[config.mk]
export PLATFORM = sky130hd
export DESIGN_NAME = gpx_core
export DESIGN_NICKNAME = d
export VERILOG_FILES = /design/src/rtl/gpx_pkg.sv /design/src/rtl/gpx_line_sync.sv /design/src/rtl/gpx_i2c_target.sv /design/src/rtl/gpx_regs.sv /design/src/rtl/gpx_core.sv
export SDC_FILE = /design/constraint.sdc
export NUM_CORES = 1
export LEC_CHECK = 0
export BUFFER_PORTS_ARGS = -buffer_cell sky130_fd_sc_hd__buf_4
export CAP_MARGIN = 40
export CORE_MARGIN = 3
export CORE_UTILIZATION = 35
export CTS_BUF_LIST = sky130_fd_sc_hd__clkbuf_4
export DETAILED_ROUTE_END_ITERATION = 6
export GPL_TIMING_DRIVEN = 0
export SLEW_MARGIN = 20
export SYNTH_ARGS = -nofsm -noshare
export SYNTH_HDL_FRONTEND = slang
export SYNTH_SLANG_ARGS = --single-unit
export TNS_END_PERCENT = 10
[constraint.sdc]
create_clock -name clk -period 2.9 [get_ports clk]
set_input_delay 0.145 -clock clk [delete_from_list [all_inputs] [get_ports clk]]
set_output_delay 0.145 -clock clk [all_outputs]
set_load 0.005 [all_outputs]
[src/rtl/gpx_pkg.sv]
package gpx_pkg;

  typedef enum logic [2:0] {
    TS_IDLE,
    TS_ADDR,
    TS_AACK,
    TS_WR,
    TS_WACK,
    TS_RD,
    TS_RACK
  } tgt_state_t;

  // register kind held in the upper command bits
  typedef enum logic [1:0] {
    RK_INPUT  = 2'd0,
    RK_OUTPUT = 2'd1,
    RK_POL    = 2'd2,
    RK_DIR    = 2'd3
  } reg_kind_t;

  // full 7-bit target address from the fixed high part and the straps
  function automatic logic [6:0] own_address(input logic [3:0] base,
                                             input logic [2:0] sel);
    return {base, sel};
  endfunction

  // bits that raise the interrupt: input-direction pins that moved
  function automatic logic [7:0] bank_mismatch(input logic [7:0] live,
                                               input logic [7:0] captured,
                                               input logic [7:0] dir);
    return (live ^ captured) & dir;
  endfunction

  // value returned when an input register is read
  function automatic logic [7:0] input_view(input logic [7:0] live,
                                            input logic [7:0] pol);
    return live ^ pol;
  endfunction

endpackage

[src/rtl/gpx_line_sync.sv]
module gpx_line_sync #(
  parameter int STAGES = 2
) (
  input  logic clk,
  input  logic rst_n,
  input  logic scl_i,
  input  logic sda_i,
  output logic sda_s,
  output logic scl_rise,
  output logic scl_fall,
  output logic start_evt,
  output logic stop_evt
);
  logic [STAGES-1:0] scl_pipe, sda_pipe;
  logic scl_prev, sda_prev, scl_now;

  always_ff @(posedge clk or negedge rst_n) begin
    if (!rst_n) begin
      scl_pipe <= '1;
      sda_pipe <= '1;
      scl_prev <= 1'b1;
      sda_prev <= 1'b1;
    end else begin
      scl_pipe <= {scl_pipe[STAGES-2:0], scl_i};
      sda_pipe <= {sda_pipe[STAGES-2:0], sda_i};
      scl_prev <= scl_pipe[STAGES-1];
      sda_prev <= sda_pipe[STAGES-1];
    end
  end

  assign scl_now   = scl_pipe[STAGES-1];
  assign sda_s     = sda_pipe[STAGES-1];
  assign scl_rise  = scl_now & ~scl_prev;
  assign scl_fall  = ~scl_now & scl_prev;
  assign start_evt = scl_now & scl_prev & sda_prev & ~sda_s;
  assign stop_evt  = scl_now & scl_prev & ~sda_prev & sda_s;
endmodule

[src/rtl/gpx_i2c_target.sv]
module gpx_i2c_target
  import gpx_pkg::*;
#(
  parameter logic [3:0] BASE_ADDR = 4'b0100
) (
  input  logic       clk,
  input  logic       rst_n,
  input  logic       sda_s,
  input  logic       scl_rise,
  input  logic       scl_fall,
  input  logic       start_evt,
  input  logic       stop_evt,
  input  logic [2:0] addr_sel,
  input  logic [7:0] rd_data,
  output logic       sda_oe,
  output logic       wr_evt,
  output logic       wr_first,
  output logic [7:0] wr_byte,
  output logic       rd_evt,
  output logic       addr_hit,
  output logic       addr_miss
);
  tgt_state_t state;
  logic [3:0] bitcnt;
  logic [7:0] shreg, txreg;
  logic       rw_q, first_q, nack_q;
  logic       bus_quiet, load_first, load_next;

  assign bus_quiet  = ~start_evt & ~stop_evt;
  assign load_first = bus_quiet & scl_fall & (state == TS_AACK) & rw_q;
  assign load_next  = bus_quiet & scl_fall & (state == TS_RACK) & ~nack_q;
  assign rd_evt     = load_first | load_next;

  always_ff @(posedge clk or negedge rst_n) begin
    if (!rst_n) begin
      state     <= TS_IDLE;
      bitcnt    <= '0;
      shreg     <= '0;
      txreg     <= '0;
      rw_q      <= 1'b0;
      first_q   <= 1'b0;
      nack_q    <= 1'b0;
      sda_oe    <= 1'b0;
      wr_evt    <= 1'b0;
      wr_first  <= 1'b0;
      wr_byte   <= '0;
      addr_hit  <= 1'b0;
      addr_miss <= 1'b0;
    end else begin
      wr_evt    <= 1'b0;
      addr_hit  <= 1'b0;
      addr_miss <= 1'b0;
      if (start_evt) begin
        state   <= TS_ADDR;
        bitcnt  <= '0;
        first_q <= 1'b1;
        sda_oe  <= 1'b0;
      end else if (stop_evt) begin
        state  <= TS_IDLE;
        sda_oe <= 1'b0;
      end else begin
        unique case (state)
          TS_IDLE: ;
          TS_ADDR: begin
            if (scl_rise && bitcnt < 4'd8) begin
              shreg  <= {shreg[6:0], sda_s};
              bitcnt <= bitcnt + 4'd1;
            end else if (scl_fall && bitcnt == 4'd8) begin
              if (shreg[7:1] == own_address(BASE_ADDR, addr_sel)) begin
                rw_q     <= shreg[0];
                sda_oe   <= 1'b1;
                state    <= TS_AACK;
                addr_hit <= 1'b1;
              end else begin
                state     <= TS_IDLE;
                addr_miss <= 1'b1;
              end
            end
          end
          TS_AACK: begin
            if (scl_fall) begin
              bitcnt <= '0;
              if (rw_q) begin
                txreg  <= rd_data;
                sda_oe <= ~rd_data[7];
                state  <= TS_RD;
              end else begin
                sda_oe <= 1'b0;
                state  <= TS_WR;
              end
            end
          end
          TS_WR: begin
            if (scl_rise && bitcnt < 4'd8) begin
              shreg  <= {shreg[6:0], sda_s};
              bitcnt <= bitcnt + 4'd1;
            end else if (scl_fall && bitcnt == 4'd8) begin
              wr_evt   <= 1'b1;
              wr_first <= first_q;
              wr_byte  <= shreg;
              first_q  <= 1'b0;
              sda_oe   <= 1'b1;
              state    <= TS_WACK;
            end
          end
          TS_WACK: begin
            if (scl_fall) begin
              sda_oe <= 1'b0;
              bitcnt <= '0;
              state  <= TS_WR;
            end
          end
          TS_RD: begin
            if (scl_fall) begin
              if (bitcnt == 4'd7) begin
                sda_oe <= 1'b0;
                state  <= TS_RACK;
              end else begin
                bitcnt <= bitcnt + 4'd1;
                txreg  <= {txreg[6:0], 1'b0};
                sda_oe <= ~txreg[6];
              end
            end
          end
          TS_RACK: begin
            if (scl_rise) begin
              nack_q <= sda_s;
            end else if (scl_fall) begin
              if (nack_q) begin
                state <= TS_IDLE;
              end else begin
                bitcnt <= '0;
                txreg  <= rd_data;
                sda_oe <= ~rd_data[7];
                state  <= TS_RD;
              end
            end
          end
          default: state <= TS_IDLE;
        endcase
      end
    end
  end
endmodule

[src/rtl/gpx_regs.sv]
module gpx_regs
  import gpx_pkg::*;
#(
  parameter int NBANK = 2,
  parameter int BW    = 8,
  localparam int NPIN = NBANK * BW,
  localparam int SELW = $clog2(NBANK),
  localparam int CMDW = SELW + 2
) (
  input  logic            clk,
  input  logic            rst_n,
  input  logic            wr_evt,
  input  logic            wr_first,
  input  logic [7:0]      wr_byte,
  input  logic            rd_evt,
  input  logic [NPIN-1:0] pin_in,
  output logic [7:0]      rd_data,
  output logic [NPIN-1:0] pin_oe,
  output logic [NPIN-1:0] pin_out,
  output logic            irq_n
);
  logic [BW-1:0] out_q [NBANK];
  logic [BW-1:0] pol_q [NBANK];
  logic [BW-1:0] dir_q [NBANK];
  logic [BW-1:0] cap_q [NBANK];
  logic [CMDW-1:0] ptr_q;
  logic [NPIN-1:0] pin_s1, pin_s2;
  logic [NBANK-1:0] bank_irq;
  logic [1:0]       kind;
  logic [SELW-1:0]  bank;
  logic [SELW-1:0]  bank_next;

  assign kind      = ptr_q[CMDW-1:SELW];
  assign bank      = ptr_q[SELW-1:0];
  assign bank_next = bank + 1'b1;

  always_ff @(posedge clk or negedge rst_n) begin
    if (!rst_n) begin
      pin_s1 <= '1;
      pin_s2 <= '1;
    end else begin
      pin_s1 <= pin_in;
      pin_s2 <= pin_s1;
    end
  end

  always_ff @(posedge clk or negedge rst_n) begin
    if (!rst_n) begin
      ptr_q <= '0;
    end else if (wr_evt && wr_first) begin
      ptr_q <= wr_byte[CMDW-1:0];
    end else if (wr_evt || rd_evt) begin
      ptr_q <= {kind, bank_next};
    end
  end

  genvar gb;
  generate
    for (gb = 0; gb < NBANK; gb++) begin : g_bank
      logic sel_here;
      assign sel_here = (bank == gb[SELW-1:0]);

      always_ff @(posedge clk or negedge rst_n) begin
        if (!rst_n) begin
          out_q[gb] <= '1;
          pol_q[gb] <= '0;
          dir_q[gb] <= '1;
          cap_q[gb] <= '1;
        end else begin
          if (wr_evt && !wr_first && sel_here) begin
            unique case (reg_kind_t'(kind))
              RK_OUTPUT: out_q[gb] <= wr_byte[BW-1:0];
              RK_POL:    pol_q[gb] <= wr_byte[BW-1:0];
              RK_DIR:    dir_q[gb] <= wr_byte[BW-1:0];
              default:   ;
            endcase
          end
          if (rd_evt && sel_here && reg_kind_t'(kind) == RK_INPUT) begin
            cap_q[gb] <= pin_s2[gb*BW +: BW];
          end
        end
      end

      assign bank_irq[gb]       = |bank_mismatch(pin_s2[gb*BW +: BW], cap_q[gb], dir_q[gb]);
      assign pin_oe[gb*BW +: BW]  = ~dir_q[gb];
      assign pin_out[gb*BW +: BW] = out_q[gb];
    end
  endgenerate

  always_comb begin
    unique case (reg_kind_t'(kind))
      RK_INPUT:  rd_data = input_view(pin_s2[bank*BW +: BW], pol_q[bank]);
      RK_OUTPUT: rd_data = out_q[bank];
      RK_POL:    rd_data = pol_q[bank];
      default:   rd_data = dir_q[bank];
    endcase
  end

  always_ff @(posedge clk or negedge rst_n) begin
    if (!rst_n) irq_n <= 1'b1;
    else        irq_n <= ~|bank_irq;
  end
endmodule

[src/rtl/gpx_core.sv]
module gpx_core
  import gpx_pkg::*;
#(
  parameter logic [3:0] BASE_ADDR = 4'b0100,
  parameter int         NBANK     = 2,
  parameter int         BW        = 8,
  localparam int        NPIN      = NBANK * BW
) (
  input  logic            clk,
  input  logic            rst_n,
  input  logic            scl_i,
  input  logic            sda_i,
  output logic            sda_oe,
  input  logic [2:0]      addr_sel,
  input  logic [NPIN-1:0] pin_in,
  output logic [NPIN-1:0] pin_oe,
  output logic [NPIN-1:0] pin_out,
  output logic            irq_n
);
  // named events, also watched by the checker
  logic       sda_s, scl_rise, scl_fall, start_evt, stop_evt;
  logic       wr_evt, wr_first, rd_evt, addr_hit, addr_miss;
  logic [7:0] wr_byte, rd_data;

  gpx_line_sync #(.STAGES(2)) u_sync (
    .clk       (clk),
    .rst_n     (rst_n),
    .scl_i     (scl_i),
    .sda_i     (sda_i),
    .sda_s     (sda_s),
    .scl_rise  (scl_rise),
    .scl_fall  (scl_fall),
    .start_evt (start_evt),
    .stop_evt  (stop_evt)
  );

  gpx_i2c_target #(.BASE_ADDR(BASE_ADDR)) u_tgt (
    .clk       (clk),
    .rst_n     (rst_n),
    .sda_s     (sda_s),
    .scl_rise  (scl_rise),
    .scl_fall  (scl_fall),
    .start_evt (start_evt),
    .stop_evt  (stop_evt),
    .addr_sel  (addr_sel),
    .rd_data   (rd_data),
    .sda_oe    (sda_oe),
    .wr_evt    (wr_evt),
    .wr_first  (wr_first),
    .wr_byte   (wr_byte),
    .rd_evt    (rd_evt),
    .addr_hit  (addr_hit),
    .addr_miss (addr_miss)
  );

  gpx_regs #(.NBANK(NBANK), .BW(BW)) u_regs (
    .clk      (clk),
    .rst_n    (rst_n),
    .wr_evt   (wr_evt),
    .wr_first (wr_first),
    .wr_byte  (wr_byte),
    .rd_evt   (rd_evt),
    .pin_in   (pin_in),
    .rd_data  (rd_data),
    .pin_oe   (pin_oe),
    .pin_out  (pin_out),
    .irq_n    (irq_n)
  );
endmodule

==> results.sh <==
export IMPL_hp_class="primary input to async pin"
export IMPL_ff2ff_setup_slack_ns=0.33
export IMPL_p_int_w=0.00355
export IMPL_regArea_mm2=0.00366
export IMPL_min_period_over_period_pct=88.6
export IMPL_post_route_min_period_ns=2.57
export IMPL_post_place_ws_ns=0.322
export IMPL_synth_async_sr_flop_share_pct=100
export IMPL_wl_per_cell_um=18.2
export IMPL_yosys_top_cells_count="dfstp_2, mux2_2, dfrtp_1, mux2i_1, xnor2_1"
export IMPL_multi_input_area_mm2=0.00260
export IMPL_worst_slack_ns=0.331
export IMPL_timing_fmax_mhz=389
export IMPL_crit_path_end_kind="flop"
export IMPL_finalWirelength_mm=15.1
export IMPL_cp_data_required_time_ns=3.40
export IMPL_critPathKind="flop to flop"
export IMPL_synth_distinct_cells=54
export IMPL_boundaryPins=57
export IMPL_setup_viol=0
export IMPL_cts_setup_buffers=0
export IMPL_antenna_found_initial=1
export IMPL_finalMaxSlewViolations=0
export IMPL_row_count=48
export IMPL_cts_resized=0
export IMPL_cts_sinks=142
export IMPL_drt_iter0_drc=310
export IMPL_worstMarginPinSlew_ns=0.856
export IMPL_globalRouteTotalUtil_pct=15.7
export IMPL_max_cap_violations=0
export IMPL_p_sw_share_pct=29.4
export IMPL_finalHoldViolCount=0
export IMPL_fin_area_mm2=0.00776
export IMPL_dpl_cell_count=776
export IMPL_synth_area_top_cells="dfstp_2, dfrtp_1, mux2_2"
export IMPL_initial_core_util_pct=36.4
export IMPL_seq_power_share_pct=47.9
export IMPL_setup_worst_path_start_class="flop"
export IMPL_numCtsBuffers=17
export IMPL_synth_top_area_cell="dfstp_2"
export IMPL_gp_congestion=0.884
export IMPL_arrival_ns=3.07
export IMPL_cp_max_fo=10
export IMPL_die_y_um=142
export IMPL_die_area_mm2=0.0200
export IMPL_grt_pass1_wl_mm=24.3
export IMPL_p_clk_share_pct=32.2
export IMPL_nFillCells=1676
export IMPL_ys_flop_type="dfstp_2"
export IMPL_combPwrFrac_pct=19.8
export IMPL_area_delta_synth_final_pct=20.6
export IMPL_route_vias_total=4284
export IMPL_slew_headroom_pct=42.5
export IMPL_syn_cell_area_mm2=0.00643
export IMPL_drcViolationCount=0
export IMPL_ys_seq_area_share_pct=56.9
export IMPL_grt_overflow=0
export IMPL_p_sw_w=0.00147
export IMPL_synth_seq_cells=142
export IMPL_p_leak_nw=3.23
export IMPL_firstDrtPassIters=5
export IMPL_nNetsFinal=614
export IMPL_synthCells=491
export IMPL_core_area_mm2=0.0177
export IMPL_cts_root_buf="clkbuf_4"
export IMPL_status="finished, final reports clean"
export IMPL_stdcell_count=828
export IMPL_dpl_hpwl_mm=10.6
export IMPL_dieWidth_um=142
export IMPL_synth_nets=516
export IMPL_grt_start_max_net_pins=92
export IMPL_post_synth_top_count_cell="dfstp_2"
export IMPL_cts_htree_levels=4
export IMPL_io_buffers=56
export IMPL_clock_path_buffers=2
export IMPL_fin_setup_tns_ns=0
export IMPL_avgSynthCellArea_um2=13.1
export IMPL_postRouteAntennaNets=0
export IMPL_timing_hold_ws_ns=0.0654
export IMPL_clk_latency_ns=0.58
export IMPL_viasPerCell=5.17
export IMPL_yosysWarningCount=0
export IMPL_skew_ns=0.0227
export IMPL_path_clk_slew_ns=0.12
export IMPL_grt_setup_unrepaired="no"
export IMPL_layout_drive_gt1_share_pct=47.0
export IMPL_dpl_cell_area_mm2=0.00719
export IMPL_yosys_area_top_type_share_pct=35.5
export IMPL_power_density_mw_per_mm2=647
export IMPL_synth_edff_count=0
export IMPL_cts_tree="yes"
export IMPL_peakVddDrop_mv=0.409
export IMPL_grt_pass1_vias=4400
-- placed cells by master, fill, tap and decap left out, types with 19 or more instances in the layout --
master         synthesis  final
dfrtp_1               55     55
dfstp_2               87     87
buf_4                  1     58
dlygate4sd3_1          0     19
mux2i_1               23     23
inv_1                 22     22
o21ai_0               20     20
mux2_2                83     83
xnor2_1               23     23
nand2_1               22     22
-- cells by family (layout without fill, tap and decap cells) --
kind of cell    after synthesis  in the layout  synth area share [%]
other cells                   0              1                     0
simple gates                 76             76                  6.88
fa+ha+maj                     2              2                 0.389
compound gates               82             82                  8.52
flops                       142            142                  56.9
mux                         112            112                  19.9
buf+inv                      42            153                  2.68
xor+xnor                     35             35                  4.76
-- area by class of cell --
cell class | instances | share of cell area [%]
flip-flops and latches | 142 | 47.2
repair buffers | 79 | 8.56
plain buffers | 19 | 1.11
multi-input cells | 307 | 33.5
inverters | 23 | 1.11
clock inverters | 14 | 3.10
clock buffers | 18 | 1.74
diodes | 1 | 0.0323
well taps | 225 | 3.63
-- metal layers --
layer,routed length [µm],vias up,global-route usage (%)
li1,-,1974,-
met1,6730,2187,20.6
met2,7470,97,25.7
met3,600,26,3.47
met4,308,0,5.56
met5,0,-,0
-- power by group through the flow --
stage	Clock, W	Combinational [W]	Sequential (W)
finish	0.00162	0.000995	0.00241
global route	0.00175	0.00110	0.00244
CTS	0.00166	0.000996	0.00241
detailed placement	0	0.000974	0.00244
global placement	0	0.000941	0.00243
floorplan	0	0.000721	0.00237
-- final timing paths --
kind	from	cells after the start	end
max	u_sync.scl_prev$_DFF_PN1_	7	u_regs.cap_q[9]$_DFFE_PN1P_
min	rst_n	2	u_regs.pol_q[14]$_DFFE_PN0P_
max reg2reg	u_sync.scl_prev$_DFF_PN1_	7	u_regs.cap_q[9]$_DFFE_PN1P_
min reg2reg	u_regs.pin_s1[13]$_DFF_PN1_	0	u_regs.pin_s2[13]$_DFF_PN1_
max in group asynchronous	rst_n	3	u_regs.pin_out[10]$_DFFE_PN1P_
min in group clk	addr_sel[0]	5	u_tgt.rw_q$_DFFE_PN0P_
-- metrics by stage --
| stage | util (%) | power (W) |
|---|---|---|
| detailed placement | 40.7 | 0.00341 |
| CTS | 43.9 | 0.00506 |
| global placement | 40.4 | 0.00337 |
| finish | 43.9 | 0.00502 |
| global route | 43.9 | 0.00529 |
| floorplan | - | 0.00310 |
-- what timing repair did --
action	in CTS	in global routing
endpoints found under the hold margin	114	0
endpoints found under the setup margin	0	0
hold buffers	19	0
-- flip-flops by register name (all words and copies together) (netlist names), 2 cells and up --
register         count
u_regs.ptr_q         3
u_tgt.shreg          8
u_tgt.wr_byte        8
u_sync.scl_pipe      2
u_regs.pin_s1       16
u_regs.pin_out      16
u_sync.sda_pipe      2
u_tgt.bitcnt         4
u_tgt.txreg          7
u_regs.dir_q        16
u_regs.pol_q        16
u_tgt.state          3
u_regs.pin_s2       16
u_regs.cap_q        16
-- critical path: stages, from the launching register on --
cell	delay, ns
dfstp_2	0.53
buf_2	0.19
nand2b_1	0.07
buf_2	0.19
nor4b_4	0.37
inv_2	0.08
nor4_4	0.65
mux2_2	0.41
(Power assumes the default switching activity.)
